$ cat src/rtl/lmx_pkg.sv
package lmx_pkg;
  typedef enum logic [2:0] {
    ST_IDLE, ST_ADDR, ST_ACK_A, ST_WDATA, ST_ACK_W, ST_RDATA, ST_RACK
  } i2c_st_e;

  localparam int NSLOT  = 6;
  localparam int SLOT_W = $clog2(NSLOT);
  localparam int LANES  = 4;
  localparam int EQ_W   = 4;

  localparam logic [SLOT_W-1:0] SL_MODE = 3'd0;
  localparam logic [SLOT_W-1:0] SL_GAIN = 3'd1;
  localparam logic [SLOT_W-1:0] SL_UP1  = 3'd2;
  localparam logic [SLOT_W-1:0] SL_UP2  = 3'd3;
  localparam logic [SLOT_W-1:0] SL_DN1  = 3'd4;
  localparam logic [SLOT_W-1:0] SL_DN2  = 3'd5;

  typedef enum logic [1:0] {
    MODE_OFF, MODE_USB, MODE_DP4, MODE_DP2_USB
  } lane_mode_e;

  // {hit, slot} for a bus register index
  function automatic logic [SLOT_W:0] slot_of(input logic [7:0] idx);
    case (idx)
      8'h0A:   return {1'b1, SL_MODE};
      8'h0C:   return {1'b1, SL_GAIN};
      8'h10:   return {1'b1, SL_UP1};
      8'h11:   return {1'b1, SL_UP2};
      8'h20:   return {1'b1, SL_DN1};
      8'h21:   return {1'b1, SL_DN2};
      default: return '0;
    endcase
  endfunction
endpackage

$ cat src/rtl/lmx_i2c_tgt.sv
module lmx_i2c_tgt
  import lmx_pkg::*;
#(
  parameter logic [6:0] TGT_ADDR    = 7'h44,
  parameter int         SYNC_STAGES = 2
) (
  input  logic       clk,
  input  logic       rst_n,
  input  logic       scl_i,
  input  logic       sda_i,
  output logic       sda_oe_o,
  output logic       wr_en_o,
  output logic [7:0] idx_o,
  output logic [7:0] wr_data_o,
  input  logic [7:0] rd_data_i,
  output logic       stop_o
);
  logic [SYNC_STAGES-1:0] scl_sync_q, sda_sync_q;
  logic scl_prev_q, sda_prev_q, scl_s, sda_s;
  logic scl_rise, scl_fall, start_det, stop_det;

  i2c_st_e    state_q, state_d;
  logic [3:0] cnt_q, cnt_d;
  logic [7:0] shreg_q, shreg_d, tx_q, tx_d, idx_q, idx_d;
  logic       rw_q, rw_d, pend_q, pend_d;

  assign scl_s     = scl_sync_q[SYNC_STAGES-1];
  assign sda_s     = sda_sync_q[SYNC_STAGES-1];
  assign scl_rise  = scl_s & ~scl_prev_q;
  assign scl_fall  = ~scl_s & scl_prev_q;
  assign start_det = scl_s & scl_prev_q & sda_prev_q & ~sda_s;
  assign stop_det  = scl_s & scl_prev_q & ~sda_prev_q & sda_s;

  always_comb begin
    state_d = state_q;
    cnt_d   = cnt_q;
    shreg_d = shreg_q;
    tx_d    = tx_q;
    idx_d   = idx_q;
    rw_d    = rw_q;
    pend_d  = pend_q;
    wr_en_o = 1'b0;
    if (start_det) begin
      state_d = ST_ADDR;
      cnt_d   = '0;
    end else if (stop_det) begin
      state_d = ST_IDLE;
    end else begin
      case (state_q)
        ST_ADDR: begin
          if (scl_rise) begin
            shreg_d = {shreg_q[6:0], sda_s};
            cnt_d   = cnt_q + 4'd1;
          end else if (scl_fall && cnt_q == 4'd8) begin
            if (shreg_q[7:1] == TGT_ADDR) begin
              state_d = ST_ACK_A;
              rw_d    = shreg_q[0];
              pend_d  = ~shreg_q[0];
            end else begin
              state_d = ST_IDLE;
            end
          end
        end
        ST_ACK_A: if (scl_fall) begin
          cnt_d = '0;
          if (rw_q) begin
            state_d = ST_RDATA;
            tx_d    = rd_data_i;
            idx_d   = idx_q + 8'd1;
          end else begin
            state_d = ST_WDATA;
          end
        end
        ST_WDATA: begin
          if (scl_rise) begin
            shreg_d = {shreg_q[6:0], sda_s};
            cnt_d   = cnt_q + 4'd1;
          end else if (scl_fall && cnt_q == 4'd8) begin
            state_d = ST_ACK_W;
            if (pend_q) begin
              idx_d  = shreg_q;
              pend_d = 1'b0;
            end else begin
              wr_en_o = 1'b1;
              idx_d   = idx_q + 8'd1;
            end
          end
        end
        ST_ACK_W: if (scl_fall) begin
          state_d = ST_WDATA;
          cnt_d   = '0;
        end
        ST_RDATA: begin
          if (scl_rise) begin
            cnt_d = cnt_q + 4'd1;
          end else if (scl_fall) begin
            if (cnt_q == 4'd8) state_d = ST_RACK;
            else               tx_d = {tx_q[6:0], 1'b0};
          end
        end
        ST_RACK: begin
          if (scl_rise && sda_s) begin
            state_d = ST_IDLE;
          end else if (scl_fall) begin
            state_d = ST_RDATA;
            cnt_d   = '0;
            tx_d    = rd_data_i;
            idx_d   = idx_q + 8'd1;
          end
        end
        default: ;
      endcase
    end
  end

  always_ff @(posedge clk or negedge rst_n) begin
    if (!rst_n) begin
      scl_sync_q <= '1;
      sda_sync_q <= '1;
      scl_prev_q <= 1'b1;
      sda_prev_q <= 1'b1;
      state_q    <= ST_IDLE;
      cnt_q      <= '0;
      shreg_q    <= '0;
      tx_q       <= '0;
      idx_q      <= '0;
      rw_q       <= 1'b0;
      pend_q     <= 1'b0;
    end else begin
      scl_sync_q <= {scl_sync_q[SYNC_STAGES-2:0], scl_i};
      sda_sync_q <= {sda_sync_q[SYNC_STAGES-2:0], sda_i};
      scl_prev_q <= scl_s;
      sda_prev_q <= sda_s;
      state_q    <= state_d;
      cnt_q      <= cnt_d;
      shreg_q    <= shreg_d;
      tx_q       <= tx_d;
      idx_q      <= idx_d;
      rw_q       <= rw_d;
      pend_q     <= pend_d;
    end
  end

  assign sda_oe_o  = (state_q == ST_ACK_A) | (state_q == ST_ACK_W) |
                     ((state_q == ST_RDATA) & ~tx_q[7]);
  assign idx_o     = idx_q;
  assign wr_data_o = shreg_q;
  assign stop_o    = stop_det;

  // acknowledge phase is entered only after our own address was shifted in
  p_ack_own_r1: assert property (@(posedge clk) disable iff (!rst_n)
    $rose(state_q == ST_ACK_A) |-> (shreg_q[7:1] == TGT_ADDR));
  // each data byte produces exactly one single-cycle write strobe
  p_wr_pulse_r2: assert property (@(posedge clk) disable iff (!rst_n)
    wr_en_o |=> !wr_en_o);
endmodule

$ cat src/rtl/lmx_regs.sv
module lmx_regs
  import lmx_pkg::*;
(
  input  logic                  clk,
  input  logic                  rst_n,
  input  logic                  wr_en_i,
  input  logic [7:0]            idx_i,
  input  logic [7:0]            wr_data_i,
  input  logic                  commit_i,
  output logic [7:0]            rd_data_o,
  output logic [NSLOT-1:0][7:0] act_o
);
  logic [NSLOT-1:0][7:0] live_q, live_d, act_q, act_d;
  logic                  hit;
  logic [SLOT_W-1:0]     slot;

  assign {hit, slot} = slot_of(idx_i);

  always_comb begin
    live_d = live_q;
    if (wr_en_i && hit) live_d[slot] = wr_data_i;
    act_d = commit_i ? live_q : act_q;
  end

  always_ff @(posedge clk or negedge rst_n) begin
    if (!rst_n) begin
      live_q <= '0;
      act_q  <= '0;
    end else begin
      live_q <= live_d;
      act_q  <= act_d;
    end
  end

  assign rd_data_o = hit ? live_q[slot] : 8'h00;
  assign act_o     = act_q;

  // the copy driving the datapath moves only on a STOP
  p_hold_r5: assert property (@(posedge clk) disable iff (!rst_n)
    !commit_i |=> $stable(act_q));
endmodule

$ cat src/rtl/lmx_route.sv
module lmx_route
  import lmx_pkg::*;
(
  input  logic                    clk,
  input  logic                    rst_n,
  input  logic [7:0]              mode_reg_i,
  input  logic [7:0]              gain_reg_i,
  input  logic [4*8-1:0]          eq_regs_i,
  input  logic [EQ_W-1:0]         strap_eq_i,
  input  logic [3:0]              strap_vod_i,
  output logic [LANES-1:0]        lane_en_o,
  output logic [LANES-1:0]        lane_dp_o,
  output logic                    flip_o,
  output logic [2*LANES*EQ_W-1:0] eq_code_o,
  output logic [3:0]              vod_gain_o,
  output logic [1:0]              role_o
);
  lane_mode_e mode;
  logic       flip;

  assign mode = lane_mode_e'(mode_reg_i[1:0]);
  assign flip = mode_reg_i[2];

  always_comb begin
    case (mode)
      MODE_USB: begin
        lane_en_o = flip ? 4'b1100 : 4'b0011;
        lane_dp_o = 4'b0000;
      end
      MODE_DP4: begin
        lane_en_o = 4'b1111;
        lane_dp_o = 4'b1111;
      end
      MODE_DP2_USB: begin
        lane_en_o = 4'b1111;
        lane_dp_o = flip ? 4'b0011 : 4'b1100;
      end
      default: begin
        lane_en_o = 4'b0000;
        lane_dp_o = 4'b0000;
      end
    endcase
  end

  genvar g;
  generate
    for (g = 0; g < 2*LANES; g++) begin : g_eq
      assign eq_code_o[g*EQ_W +: EQ_W] =
        mode_reg_i[4] ? eq_regs_i[g*EQ_W +: EQ_W] : strap_eq_i;
    end
  endgenerate

  assign flip_o     = flip;
  assign vod_gain_o = gain_reg_i[6] ? gain_reg_i[5:2] : strap_vod_i;
  assign role_o     = gain_reg_i[1:0];

  // a lane never carries DP while disabled
  p_dp_within_en_r6: assert property (@(posedge clk) disable iff (!rst_n)
    (lane_dp_o & ~lane_en_o) == 4'b0000);
  // lanes are always enabled as whole pairs, whichever way they are flipped
  p_pairs_r7: assert property (@(posedge clk) disable iff (!rst_n)
    (lane_en_o[0] == lane_en_o[1]) && (lane_en_o[2] == lane_en_o[3]));
endmodule

$ cat src/rtl/lmx_ctrl.sv
module lmx_ctrl
  import lmx_pkg::*;
#(
  parameter logic [6:0] TGT_ADDR    = 7'h44,
  parameter int         SYNC_STAGES = 2
) (
  input  logic        clk,
  input  logic        rst_n,
  input  logic        scl_i,
  input  logic        sda_i,
  output logic        sda_oe_o,
  input  logic [3:0]  strap_eq_i,
  input  logic [3:0]  strap_vod_i,
  output logic [3:0]  lane_en_o,
  output logic [3:0]  lane_dp_o,
  output logic        flip_o,
  output logic [31:0] eq_code_o,
  output logic [3:0]  vod_gain_o,
  output logic [1:0]  role_o
);
  logic                  wr_en, stop;
  logic [7:0]            idx, wr_data, rd_data;
  logic [NSLOT-1:0][7:0] act;

  lmx_i2c_tgt #(.TGT_ADDR(TGT_ADDR), .SYNC_STAGES(SYNC_STAGES)) u_bus (
    .clk(clk), .rst_n(rst_n), .scl_i(scl_i), .sda_i(sda_i),
    .sda_oe_o(sda_oe_o), .wr_en_o(wr_en), .idx_o(idx),
    .wr_data_o(wr_data), .rd_data_i(rd_data), .stop_o(stop)
  );

  lmx_regs u_regs (
    .clk(clk), .rst_n(rst_n), .wr_en_i(wr_en), .idx_i(idx),
    .wr_data_i(wr_data), .commit_i(stop), .rd_data_o(rd_data), .act_o(act)
  );

  lmx_route u_route (
    .clk(clk), .rst_n(rst_n),
    .mode_reg_i(act[SL_MODE]), .gain_reg_i(act[SL_GAIN]),
    .eq_regs_i({act[SL_DN2], act[SL_DN1], act[SL_UP2], act[SL_UP1]}),
    .strap_eq_i(strap_eq_i), .strap_vod_i(strap_vod_i),
    .lane_en_o(lane_en_o), .lane_dp_o(lane_dp_o), .flip_o(flip_o),
    .eq_code_o(eq_code_o), .vod_gain_o(vod_gain_o), .role_o(role_o)
  );
endmodule

$ cat config.mk
export PLATFORM = sky130hd
export DESIGN_NAME = lmx_ctrl
export DESIGN_NICKNAME = d
export VERILOG_FILES = /design/src/rtl/lmx_pkg.sv /design/src/rtl/lmx_i2c_tgt.sv /design/src/rtl/lmx_regs.sv /design/src/rtl/lmx_route.sv /design/src/rtl/lmx_ctrl.sv
export SDC_FILE = /design/constraint.sdc
export NUM_CORES = 1
export LEC_CHECK = 0
export CAP_MARGIN = 40
export CORE_UTILIZATION = 50
export CTS_CLUSTER_DIAMETER = 30
export DETAILED_ROUTE_END_ITERATION = 10
export DONT_BUFFER_PORTS = 1
export GPL_TIMING_DRIVEN = 0
export PLACE_DENSITY = 0.74
export SLEW_MARGIN = 20
export SYNTH_ARGS = -nofsm -noshare
export SYNTH_HDL_FRONTEND = slang
export SYNTH_HIERARCHICAL = 1
export SYNTH_SLANG_ARGS = --single-unit
$ cat constraint.sdc
create_clock -name clk -period 4.8 [get_ports clk]
set_input_delay 0.96 -clock clk [delete_from_list [all_inputs] [get_ports clk]]
set_output_delay 0.96 -clock clk [all_outputs]
set_load 0.03 [all_outputs]
======== Yosys cells after proc, flatten, opt, wreduce, memory -nomap -nowiden ========
Index checks and enable logic that the tools add are counted.
word-level totals
  logic and storage cells ................. 178
  register bits ........................... 131
cells by class
  order comparisons ....................... 2
  reductions and logical operators ........ 20
  eq/ne operators ......................... 42
  muxes and demuxes ....................... 70
  bitwise operators ....................... 19
  $add $sub $neg .......................... 2
operators by type and width
  operator              number
  $mux W8               17
  $mux W4               16
  $bwmux W48            1
  $pmux W8 S3           2
  $mux W3               14
  $bmux W8 S3           1
  $demux W8 S3          1
  $ne A4 B1 Y1 const B  6
  $pmux W4 S6           1
  $pmux W3 S6           1
  $eq A8 B4 Y1 const B  2
  $eq A8 B5 Y1 const B  2
  $eq A8 B6 Y1 const B  2
  $pmux W4 S2           2
  $ne A2 B1 Y1 const B  7
  $ne A2 B2 Y1 const B  6
  $ne A4 B3 Y1 const B  3
  $pmux W4 S3           1
  $mux W1               11
  $reduce_and A11 Y1    1
  $reduce_and A10 Y1    1
  $eq A3 B3 Y1 const B  3
  $not A1 Y1            9
  $reduce_and A9 Y1     1
  27 further kinds      44

======== Depth between registers and ports, before layout ========
Gate-level depths: netlist of run 1.
  depth after elaboration ................. 9
  gate-level depth with buffers ........... 9
  mapped depth without buffers ............ 8

======== Modules after synthesis ========
The synthesis of run 1 kept the hierarchy.
by module, submodules not included
  module       times used  area each (um^2)  cells each
  lmx_regs     1           4135.2            283
  lmx_i2c_tgt  1           2159.6            208
  lmx_route    1           513.0             92

======== Worst setup path before layout of run 1 ========
Ideal clock, no wire load.
  path kind ............................... flip-flop to flip-flop
  start ................................... reg u_bus.cnt_q[0]
  end ..................................... reg u_regs/live_q[32] in the netlist's numbering
  clock period less this slack ............ 2563 ps
  cell stages (with the launch flop) ...... 9
  slack ................................... 2237 ps
  path buffers ............................ 0
  data required time ...................... 4675 ps
  arrival time ............................ 2439 ps
  cell sequence ........................... dfrtp_1 -> inv_1 -> ha_1 -> nand3b_1 -> or3_4 -> nor3_1 -> inv_1 -> nor3_2 -> mux2_2
between the ends
  word-level cells in the longest chain between the ends .. 8
ends and longest elaborated chain
  element                   line                source
  start: declaration        lmx_i2c_tgt.sv:23   logic [3:0] cnt_q, cnt_d;
  start signal: assignment  lmx_i2c_tgt.sv:135  cnt_q <= cnt_d;
  $eq A4 B4 Y1              lmx_i2c_tgt.sv:78   end else if (scl_fall && cnt_q == 4'd8) begin
  $logic_and A1 B1 Y1       lmx_i2c_tgt.sv:78
  $mux W1                   lmx_i2c_tgt.sv:78
  $mux W1                   lmx_i2c_tgt.sv:75   if (scl_rise) begin
  $mux W1                   lmx_i2c_tgt.sv:49   case (state_q)
  $mux W1                   lmx_i2c_tgt.sv:46   end else if (stop_det) begin
  $mux W1                   lmx_i2c_tgt.sv:43   if (start_det) begin
  via wr_en                 lmx_ctrl.sv:21      logic wr_en, stop;
  $logic_and A1 B1 Y1       lmx_regs.sv:21      if (wr_en_i && hit) live_d[slot] = wr_data_i;
  end signal: assignment    lmx_regs.sv:30      live_q <= live_d;
  end: declaration          lmx_regs.sv:13      logic [NSLOT-1:0][7:0] live_q, live_d, act_q, act_d;
The timed path passes the listed nets, and every way through them passes these cells.
A chain may end at the register's enable or synchronous reset.

======== Final worst setup path of run 1 ========
  start ................................... reg u_bus.cnt_q[0]
  end ..................................... reg u_regs/live_q[34] in the netlist's numbering
Same word-level chain as after synthesis.

==> metrics, run 1 <==
Fmax 295 MHz; Routed WL 14.9 mm; Final Wtd Congestion around 0.89; Worst Reg2Reg Path Length in Cells 8; ant diodes 0; Max VDD drop 0.279 mV; CTS Sinks 130; status completed; max cap viols 0; CTS max path bufs 2; Crit Reg-Reg Startpoint u_bus/cnt_q[0]$_DFFE_PN0P_; clk root buf clkbuf_16; drt initial violations 332; drt first pass iters 5; CTS tree yes; setup TNS 0 ns; Post-Syn Area 6630 sq um; Slew Limit Fails 0; cts hold-fix bufs 0; Final Hold Viols 0; skew final slightly below 0.008 ns; Layout Utilization 0.581; die height approximately 120 microns; final net count 609; initial antenna violation count 0; post-CTS setup buffer count 0; worst reg2reg endpoint u_regs/live_q[34]$_DFFE_PN0P_; port bufs 0; Post-CTS Resized 0; core area 12800 sq um; synthesis-to-finish area growth 12.0%; IO Count 60; Remaining DRCs 0; Synth Net Count 588; Initial Utilization 0.519; latest clock arrival within the worst-skew pair 0.41 ns; vias in the first global route roughly 4300; RSZ-0062 raised after global routing no; Clock transition at path regs 0.05 ns; DP Wirelength 10.2 mm; DR vias/cell between 5 and 6; pwr/cell area 365 nW/um^2; worst path required time 5.09 ns; Crit path arrival time 3.68 ns; worst-margin pin slew 0.761 ns; Final Instance Area 7420 sq um; Tmin final 3.39 ns; post-route clock period utilization 0.706; HP Class input port to asynchronous set/reset pin; via count between 4000 and 5000; GRT Overall Usage 0.233; crit path to u_regs/live_q[34]$_DFFE_PN0P_; CTS H-Tree Depth 4; DRT antenna net count 0; Synth Instances 573; Placement Cell Area 6850 sq um; fraction of layout cells with a size suffix above 1 0.319; P_leak ~0.0035 uW; Setup crit end kind register; # setup viols final 0; CTS Buf Count 17; Site Rows 41; worst-path fanout max 8; DIE AREA roughly 14000 sq um; Crit. Startpoint u_bus/cnt_q[0]$_DFFE_PN0P_; largest net degree at the start of global routing 131; syn avg cell area 11.6 sq um; Die Wd 117 microns; Worst slew margin 0.491; global-route wire length before repair 23.3 mm; Setup Crit Path Kind register to register; Ys Warns 6; r2r setup slk 1.41 ns; startpoint types register; Routed WL per cell about 19 microns; grt total ovfl 0
==> state kept, by name (all words and copies together) (netlist names) <==
signal	count
u_bus/scl_sync_q	2
u_bus/sda_sync_q	2
u_bus/wr_data_o	8
u_regs/live_q	48
u_bus/sda_prev_q	1
u_bus/rw_q	1
u_regs/act_o	43
u_bus/pend_q	1
u_bus/tx_q	8
u_bus/idx_o	8
u_bus/cnt_q	4
u_bus/state_q	3
u_bus/scl_prev_q	1
==> where the power goes <==
| group | total [uW] | internal, uW | switching [uW] |
|---|---|---|---|
| logic | 200 | 82.8 | 117 |
| clock network | 1240 | 783 | 454 |
| registers | 1270 | 1140 | 125 |
| total | 2710 | 2010 | 696 |
==> how the worst min path moves through the flow <==
stage	from	endpoint	slack (ns)	depth (start not counted)
floorplan	u_bus/scl_sync_q[0]$_DFF_PN1_	u_bus/scl_sync_q[1]$_DFF_PN1_	0.35	0
global placement	u_bus/sda_sync_q[0]$_DFF_PN1_	u_bus/sda_sync_q[1]$_DFF_PN1_	0.35	0
detailed placement	u_bus/sda_sync_q[0]$_DFF_PN1_	u_bus/sda_sync_q[1]$_DFF_PN1_	0.35	0
CTS	rst_n	u_bus/idx_o[2]$_DFFE_PN0P_	0.23	0
global route	rst_n	u_bus/state_q[0]$_DFFE_PN0P_	0.23	0
finish	rst_n	u_bus/state_q[1]$_DFFE_PN0P_	0.24	0
==> critical path: stages (launching register included) <==
cell and delay [ns]:
dfrtp_1 0.42, inv_1 0.08, ha_1 0.17, nand3b_1 0.23
or3_4 0.48, nor3_1 0.53, inv_1 0.25, nor3_2 0.69
mux2_2 0.42
==> layout by cell type, fill, tap and decap left out, drive strengths merged, types with 2 or more instances in the layout <==
cell,instances
nor2,12
a21o,2
nor3b,3
ha,3
a31oi,8
mux2,106
nor3,9
a21oi,33
o32ai,2
dfrtp,124
nand4b,3
nand2b,10
and3,3
o21ai,10
dfstp,6
nor4,2
o31ai,5
nand2,87
clkbuf,31
a221oi,7
inv,7
clkinv,3
a211o,4
clkinvlp,4
nor2b,9
buf,30
a2bb2oi,2
a22o,2
a2111oi,2
and4b,5
nand4,8
a211oi,7
bufinv,2
and2,3
mux2i,15
nand3,15
nand3b,3
xor2,2
==> area by class of cell <==
type                       instances  area (sq um)
timing repair buffer               2          10.0
sequential                       130          3260
tap                              172           215
multi-input combinational        398          3090
inverter                           7          26.3
buffer                            38           245
clock buffer                      21           460
fill                            1014          5350
clock inverter                     9           109
==> layer usage <==
metal  up-vias  routed length [microns]  share of wire  GRT usage
met3        24                      927          0.062     0.0566
met5         -                        0              0          0
met4         0                      303          0.020     0.0835
li1       2113                        -              -          -
met1      2310                     6220           0.42      0.301
met2       149                     7440           0.50      0.382
==> through the flow <==
stage	total power (uW)	instances	setup slack [ns]	hold WS, ns
after CTS	2720	777	1.45	0.230
after floorplan	1390	573	2.24	0.345
final	2710	777	1.41	0.244
after detailed placement	1480	747	1.51	0.347
after global placement	1470	745	1.54	0.346
after global routing	2800	777	1.24	0.226
(Power assumes the default switching activity.)
==> run 2, diff against run 1 <==
PLACE_DENSITY = 0.77   (was 0.74)
clock period = 2.78 ns   (was 4.8 ns; I/O delays follow)
==> run 2 against run 1 <==
Power rose by 76%. Via count rose by 0.65%. The flow now finishes with violations (negative hold slack). Final cell count rose by 1.2%. Clock power rose by 78%. Largest cell class unchanged. Sequential share of layout area fell by 0.91 points. Hold slack got worse by 0.39 ns. Non-clock buffer count rose by 8.
==> metrics, run 2 (same netlist as run 1, synthesis figures left out) <==
worst path required time 3.06 ns (-2.03 ns); skew final 0.00789 ns (+0.000188 ns); worst reg2reg endpoint u_regs/live_q[34]$_DFFE_PN0P_; ant diodes 0 (unchanged); CTS max path bufs 2 (unchanged); pwr/cell area 627 nW/um^2 (+72%); largest net degree at the start of global routing 131 (unchanged); pre-CTS setup slack -0.516 ns (-2.03 ns); clock power share 0.465 (+0.008); Clock transition at path regs 0.05 ns (about the same); Tmin final 2.68 ns (-0.715 ns); drt first pass iters 8 (+3); switching share of power 0.254 (-0.00339); Final Wtd Congestion 0.875 (-1.2%); Crit. Startpoint u_bus/cnt_q[0]$_DFFE_PN0P_; Initial Utilization 0.519 (unchanged); CP peak stage delay 0.47 ns (-0.22 ns); startpoint types register; clk root buf clkbuf_16; WHS -0.150 ns (-0.394 ns); max reg flops 48 (unchanged); internal power 3540 uW (+76%); Final Hold Viols 124 (+124); CTS Buf Count 17 (unchanged); most frequent cells in the layout dfrtp_1, mux2_2, nand2_1, a21oi_1, clkbuf_16; # setup viols final 0 (unchanged); Routed WL per cell 19.8 microns (+3.1%); crit-path leading delay family simple AND/OR/NAND/NOR gates; CP max-delay cell or3_4; Die Wd 117 microns (unchanged); Worst Reg2Reg Path Length in Cells 9 (+1); Crit Reg-Reg Startpoint u_bus/cnt_q[0]$_DFFE_PN0P_; DR vias/cell 5.89 (-0.50%); HP Class input port to asynchronous set/reset pin; Comb power frac 0.072 (-0.002); DRT antenna net count 0 (unchanged); vias in the first global route 4497 (+3.6%); r2r setup slk 0.10 ns (-1.31 ns); CTS Sinks 130 (unchanged); max cap viols 0 (unchanged); final net count 617 (+1.3%); Routed WL 15.5 mm (+4.3%); Max VDD drop 0.697 mV (+150%); die height 117 microns (unchanged); P_sw 1210 uW (+73%); setup TNS 0 ns (unchanged); status finished, violations left; Biggest register u_regs/live_q; port bufs 0 (unchanged); violated checks negative hold slack; initial antenna violation count 0 (unchanged); Setup crit end kind register; fraction of layout cells with a size suffix above 1 0.334 (+0.0149); GRT Overall Usage 0.242 (+0.00942); Seq pwr share 0.463 (-0.006); IO Count 60 (unchanged); DIE AREA 13700 sq um (unchanged); grt total ovfl 0 (unchanged); final worst slack 0.104 ns (-1.31 ns); Slew Limit Fails 0 (unchanged); post-route clock period utilization 0.963 (+0.256); latest clock arrival within the worst-skew pair 0.41 ns (about the same); WP buf/inv 3 (+1); Critical Path Stages 9 (+1); Crit path arrival time 2.96 ns (-0.72 ns); crit path to u_regs/live_q[34]$_DFFE_PN0P_; drt initial violations 290 (-13%); P_leak 0.00354 uW (+2.2%); synthesis-to-finish area growth 14.4%; Remaining DRCs 0 (unchanged); Layout Utilization 0.593 (+0.0123); CTS H-Tree Depth 4 (unchanged); via count 4626 (+0.65%); worst-margin pin slew 0.738 ns (-0.0232 ns); CP Cell Sequence inv_1, ha_1, nand3b_1, or3_4, nor3_4, inv_1, nor3_4, buf_12, mux2_2; CTS tree yes; Fmax 374 MHz (+27%); Total Power 4750 uW (+76%); RSZ-0062 raised after global routing no; DP Wirelength 10.4 mm (+1.1%); Worst slew margin 0.508 (+0.0173); Setup Crit Path Kind register to register; most common cell after layout, fill and taps aside dfrtp_1; worst-path fanout max 8 (unchanged); Fill cells 996 (-1.8%); Site Rows 41 (unchanged); global-route wire length before repair 24.5 mm (+4.9%); core area 12800 sq um (unchanged)
==> run 2: cell types whose count changed in the layout (fill, tap and decap cells not counted), moves of 2 or more <==
cell / delta
buf_12: +3
buf_4: +4
nor3_2: -2
nor3_4: +3
==> run 2: repair_timing <==
item	in CTS	in global routing
pin swaps	4	1
endpoints found under the hold margin	125	130
gates cloned	0	0
buffers inserted	5	3
resized for setup	3	7
endpoints found under the setup margin	42	38
==> run 2: how the worst min path moves through the flow <==
| stage | from | end | slack, ns |
|---|---|---|---|
| after floorplan | rst_n | u_bus/cnt_q[0]$_DFFE_PN0P_ | 0.26 |
| after global placement | rst_n | u_bus/state_q[0]$_DFFE_PN0P_ | 0.27 |
| after detailed placement | rst_n | u_bus/state_q[2]$_DFFE_PN0P_ | 0.27 |
| after CTS | rst_n | u_bus/state_q[2]$_DFFE_PN0P_ | -0.17 |
| after global routing | rst_n | u_bus/wr_data_o[7]$_DFFE_PN0P_ | -0.18 |
| final | rst_n | u_bus/state_q[2]$_DFFE_PN0P_ | -0.15 |
==> run 2: power groups by stage <==
stage / sequential (uW) / combinational, uW / clock (uW)
global placement: 2210 / 328 / 0
floorplan: 2110 / 293 / 0
detailed placement: 2220 / 339 / 0
CTS: 2190 / 343 / 2250
finish: 2200 / 342 / 2210
global route: 2200 / 372 / 2350
==> run 2: layout make-up <==
| class | count | area (sq um) | share of cell area |
|---|---|---|---|
| Buffer | 38 | 246 | 0.0325 |
| Clock buffer | 22 | 454 | 0.0599 |
| Clock inverter | 9 | 131 | 0.0173 |
| Inverter | 7 | 26.3 | 0.00347 |
| Multi-Input combinational cell | 398 | 3140 | 0.414 |
| Sequential cell | 130 | 3260 | 0.430 |
| Tap cell | 172 | 215 | 0.0284 |
| Timing Repair Buffer | 10 | 105 | 0.0139 |
==> run 2: per-layer routing <==
metal	track usage	vias up	part of all wire	wire, microns
li1	-	2134	-	-
met1	0.309	2303	0.42	6460
met2	0.396	155	0.49	7660
met3	0.0639	34	0.069	1080
met4	0.0920	0	0.023	350
met5	0	-	0	0
==> run 2: metrics by stage <==
stage	hold slack, ns	cell area [sq um]	instances
floorplan	0.260	6630	573
global placement	0.266	6840	745
detailed placement	0.266	6850	747
CTS	-0.166	7530	783
global route	-0.179	7580	786
finish	-0.150	7580	786
==> run 2: worst reg2reg max path: stages (launching register included) <==
cell	delay (ns)
dfrtp_1	0.42
inv_1	0.08
ha_1	0.16
nand3b_1	0.20
or3_4	0.47
nor3_4	0.27
inv_1	0.22
nor3_4	0.23
buf_12	0.16
mux2_2	0.34
==> run 3, diff against run 2 <==
CORE_UTILIZATION = 30   (was 50)
PLACE_DENSITY = 0.54   (was 0.77)
==> run 3 against run 2 <==
The run still ends with negative hold slack left. Sequential power is essentially flat. Flip-flop and latch count is the same. Via count decreased by 0.48%. Setup slack better by 0.051 ns. Die area rose by 65%. Utilization down 24 points. Non-clock buffer count unchanged. Hold slack worse by 0.0062 ns. Combinational power rose by 1%. Critical path depth stayed put. Critical path type unchanged. Critical endpoint is now u_regs/live_q[38]$_DFFE_PN0P_.
==> metrics, run 3 (same netlist as run 1, synthesis figures left out) <==
most frequent cells in the layout dfrtp_1, mux2_2, nand2_1, a21oi_1, clkbuf_16; Worst slew margin 0.533 (+0.0244); max reg flops 48 (unchanged); post-route clock period utilization 0.944 (-0.0183); via count 4604 (-0.48%); max cap viols 0 (unchanged); internal power 3480 uW (-1.7%); die height 151 microns (+29%); DP Wirelength 11.2 mm (+8.0%); Max VDD drop 0.458 mV (-34%); Seq pwr share 0.462 (about the same); setup TNS 0 ns (unchanged); DIE AREA 22700 sq um (+65%); CTS Sinks 130 (unchanged); latest clock arrival within the worst-skew pair 0.42 ns (about the same); Final Wtd Congestion 0.850 (-2.8%); worst path required time 3.08 ns (+0.02 ns); CTS Buf Count 17 (unchanged); pre-CTS setup slack -0.503 ns (+0.0130 ns); Biggest register u_regs/live_q; CTS max path bufs 2 (unchanged); Final Instance Area 7720 sq um (+1.9%); Fmax 381 MHz (+1.9%); CTS tree yes; Setup Crit Path Kind register to register; Final Hold Viols 124 (unchanged); GRT Overall Usage 0.148 (-0.0939); most common cell after layout, fill and taps aside dfrtp_1; violated checks negative hold slack; P_leak 0.00355 uW (+0.31%); DRT antenna net count 0 (unchanged); Crit path arrival time 2.93 ns (-0.03 ns); Tmin final 2.63 ns (-0.0507 ns); vias in the first global route 4609 (+2.5%); largest net degree at the start of global routing 131 (unchanged); CTS H-Tree Depth 4 (unchanged); P_sw 1280 uW (+5.9%); worst-margin pin slew 0.701 ns (-0.0365 ns); worst-path fanout max 8 (unchanged); startpoint types register; ant diodes 0 (unchanged); clk root buf clkbuf_16; switching share of power 0.268 (+0.0144); Placement Cell Area 6990 sq um (+2.0%); # setup viols final 0 (unchanged); drt initial violations 315 (+8.6%); IO Count 60 (unchanged); Slew Limit Fails 0 (unchanged); status finished, violations left; initial antenna violation count 0 (unchanged); DR vias/cell 5.15 (-12%); Die Wd 151 microns (+29%); global-route wire length before repair 25.4 mm (+3.8%); clock power share 0.465 (about the same); final worst slack 0.154 ns (+0.0507 ns); grt total ovfl 0 (unchanged); synthesis-to-finish area growth 16.5%; met3 usage 0.0291 (-0.0348); fraction of layout cells with a size suffix above 1 0.336 (+0.00163); Clock transition at path regs 0.06 ns (about the same); WHS -0.156 ns (-0.00620 ns); drt first pass iters 6 (-2); Routed WL per cell 17.8 microns (-9.9%); port bufs 0 (unchanged); Comb power frac 0.073 (about the same); Remaining DRCs 0 (unchanged); Site Rows 54 (+32%); skew final 0.0162 ns (+0.00833 ns); M1 GR Usage 0.195 (-0.114); grt met2 use 0.236 (-0.161); HP Class input port to asynchronous set/reset pin; pwr/cell area 617 nW/um^2 (-1.6%); final net count 617 (unchanged); Routed WL 15.9 mm (+2.5%); core area 21800 sq um (+70%); Total Power 4760 uW (+0.26%); Setup crit end kind register; Initial Utilization 0.305 (-0.214); Most Used Layer, Global Route met2
[run 3: area by class of cell]
cell class | instances | area [sq um]
Buffer | 38 | 246
Clock buffer | 20 | 457
Multi-Input combinational cell | 398 | 3130
Fill cell | 2143 | 14000
Clock inverter | 11 | 130
Sequential cell | 130 | 3260
Timing Repair Buffer | 10 | 120
Inverter | 7 | 26.3
Tap cell | 280 | 350
[run 3: path summary, 6_finish.rpt]
kind | to | slack (ns) | start | cells after the start
min reg2reg | u_bus/sda_sync_q[1]$_DFF_PN1_ | 0.36 | u_bus/sda_sync_q[0]$_DFF_PN1_ | 0
min | u_bus/state_q[1]$_DFFE_PN0P_ | -0.16 | rst_n | 0
max | u_regs/live_q[38]$_DFFE_PN0P_ | 0.15 | u_bus/cnt_q[0]$_DFFE_PN0P_ | 9
min in group clk | u_bus/scl_sync_q[0]$_DFF_PN1_ | 0.14 | scl_i | 0
max reg2reg | u_regs/live_q[38]$_DFFE_PN0P_ | 0.15 | u_bus/cnt_q[0]$_DFFE_PN0P_ | 9
max in group asynchronous | u_bus/sda_prev_q$_DFF_PN1_ | 2.73 | rst_n | 0
[run 3: layer usage]
layer | wire [microns] | vias up
met3 | 525 | 27
li1 | - | 2130
met1 | 7340 | 2341
met2 | 7640 | 106
met4 | 426 | 0
met5 | 0 | -
[run 3: through the flow]
step / util / instances
final: 0.355 / 894
after CTS: 0.352 / 889
after detailed placement: 0.321 / 855
after global placement: 0.321 / 853
after global routing: 0.355 / 894
after floorplan: - / 573
[run 3: power by group through the flow]
| stage | clock [uW] | sequential (uW) | combinational (uW) |
|---|---|---|---|
| after floorplan | 0 | 2110 | 293 |
| after global placement | 0 | 2230 | 332 |
| after detailed placement | 0 | 2230 | 348 |
| after CTS | 2280 | 2200 | 349 |
| after global routing | 2370 | 2220 | 378 |
| final | 2220 | 2200 | 346 |
[run 3: critical path: stages (launching register included)]
cell and delay, ns:
dfrtp_1 0.42, inv_1 0.09, ha_1 0.17, nand3b_1 0.23, or3_4 0.49, nor3_4 0.22, inv_1 0.19, nor3_4 0.22
buf_12 0.15, mux2_2 0.33
[run 3: what timing repair did]
item	CTS	global route
endpoints found under the setup margin	32	46
resized for setup	3	5
endpoints found under the hold margin	129	128
buffers inserted	3	5
pin swaps	3	2
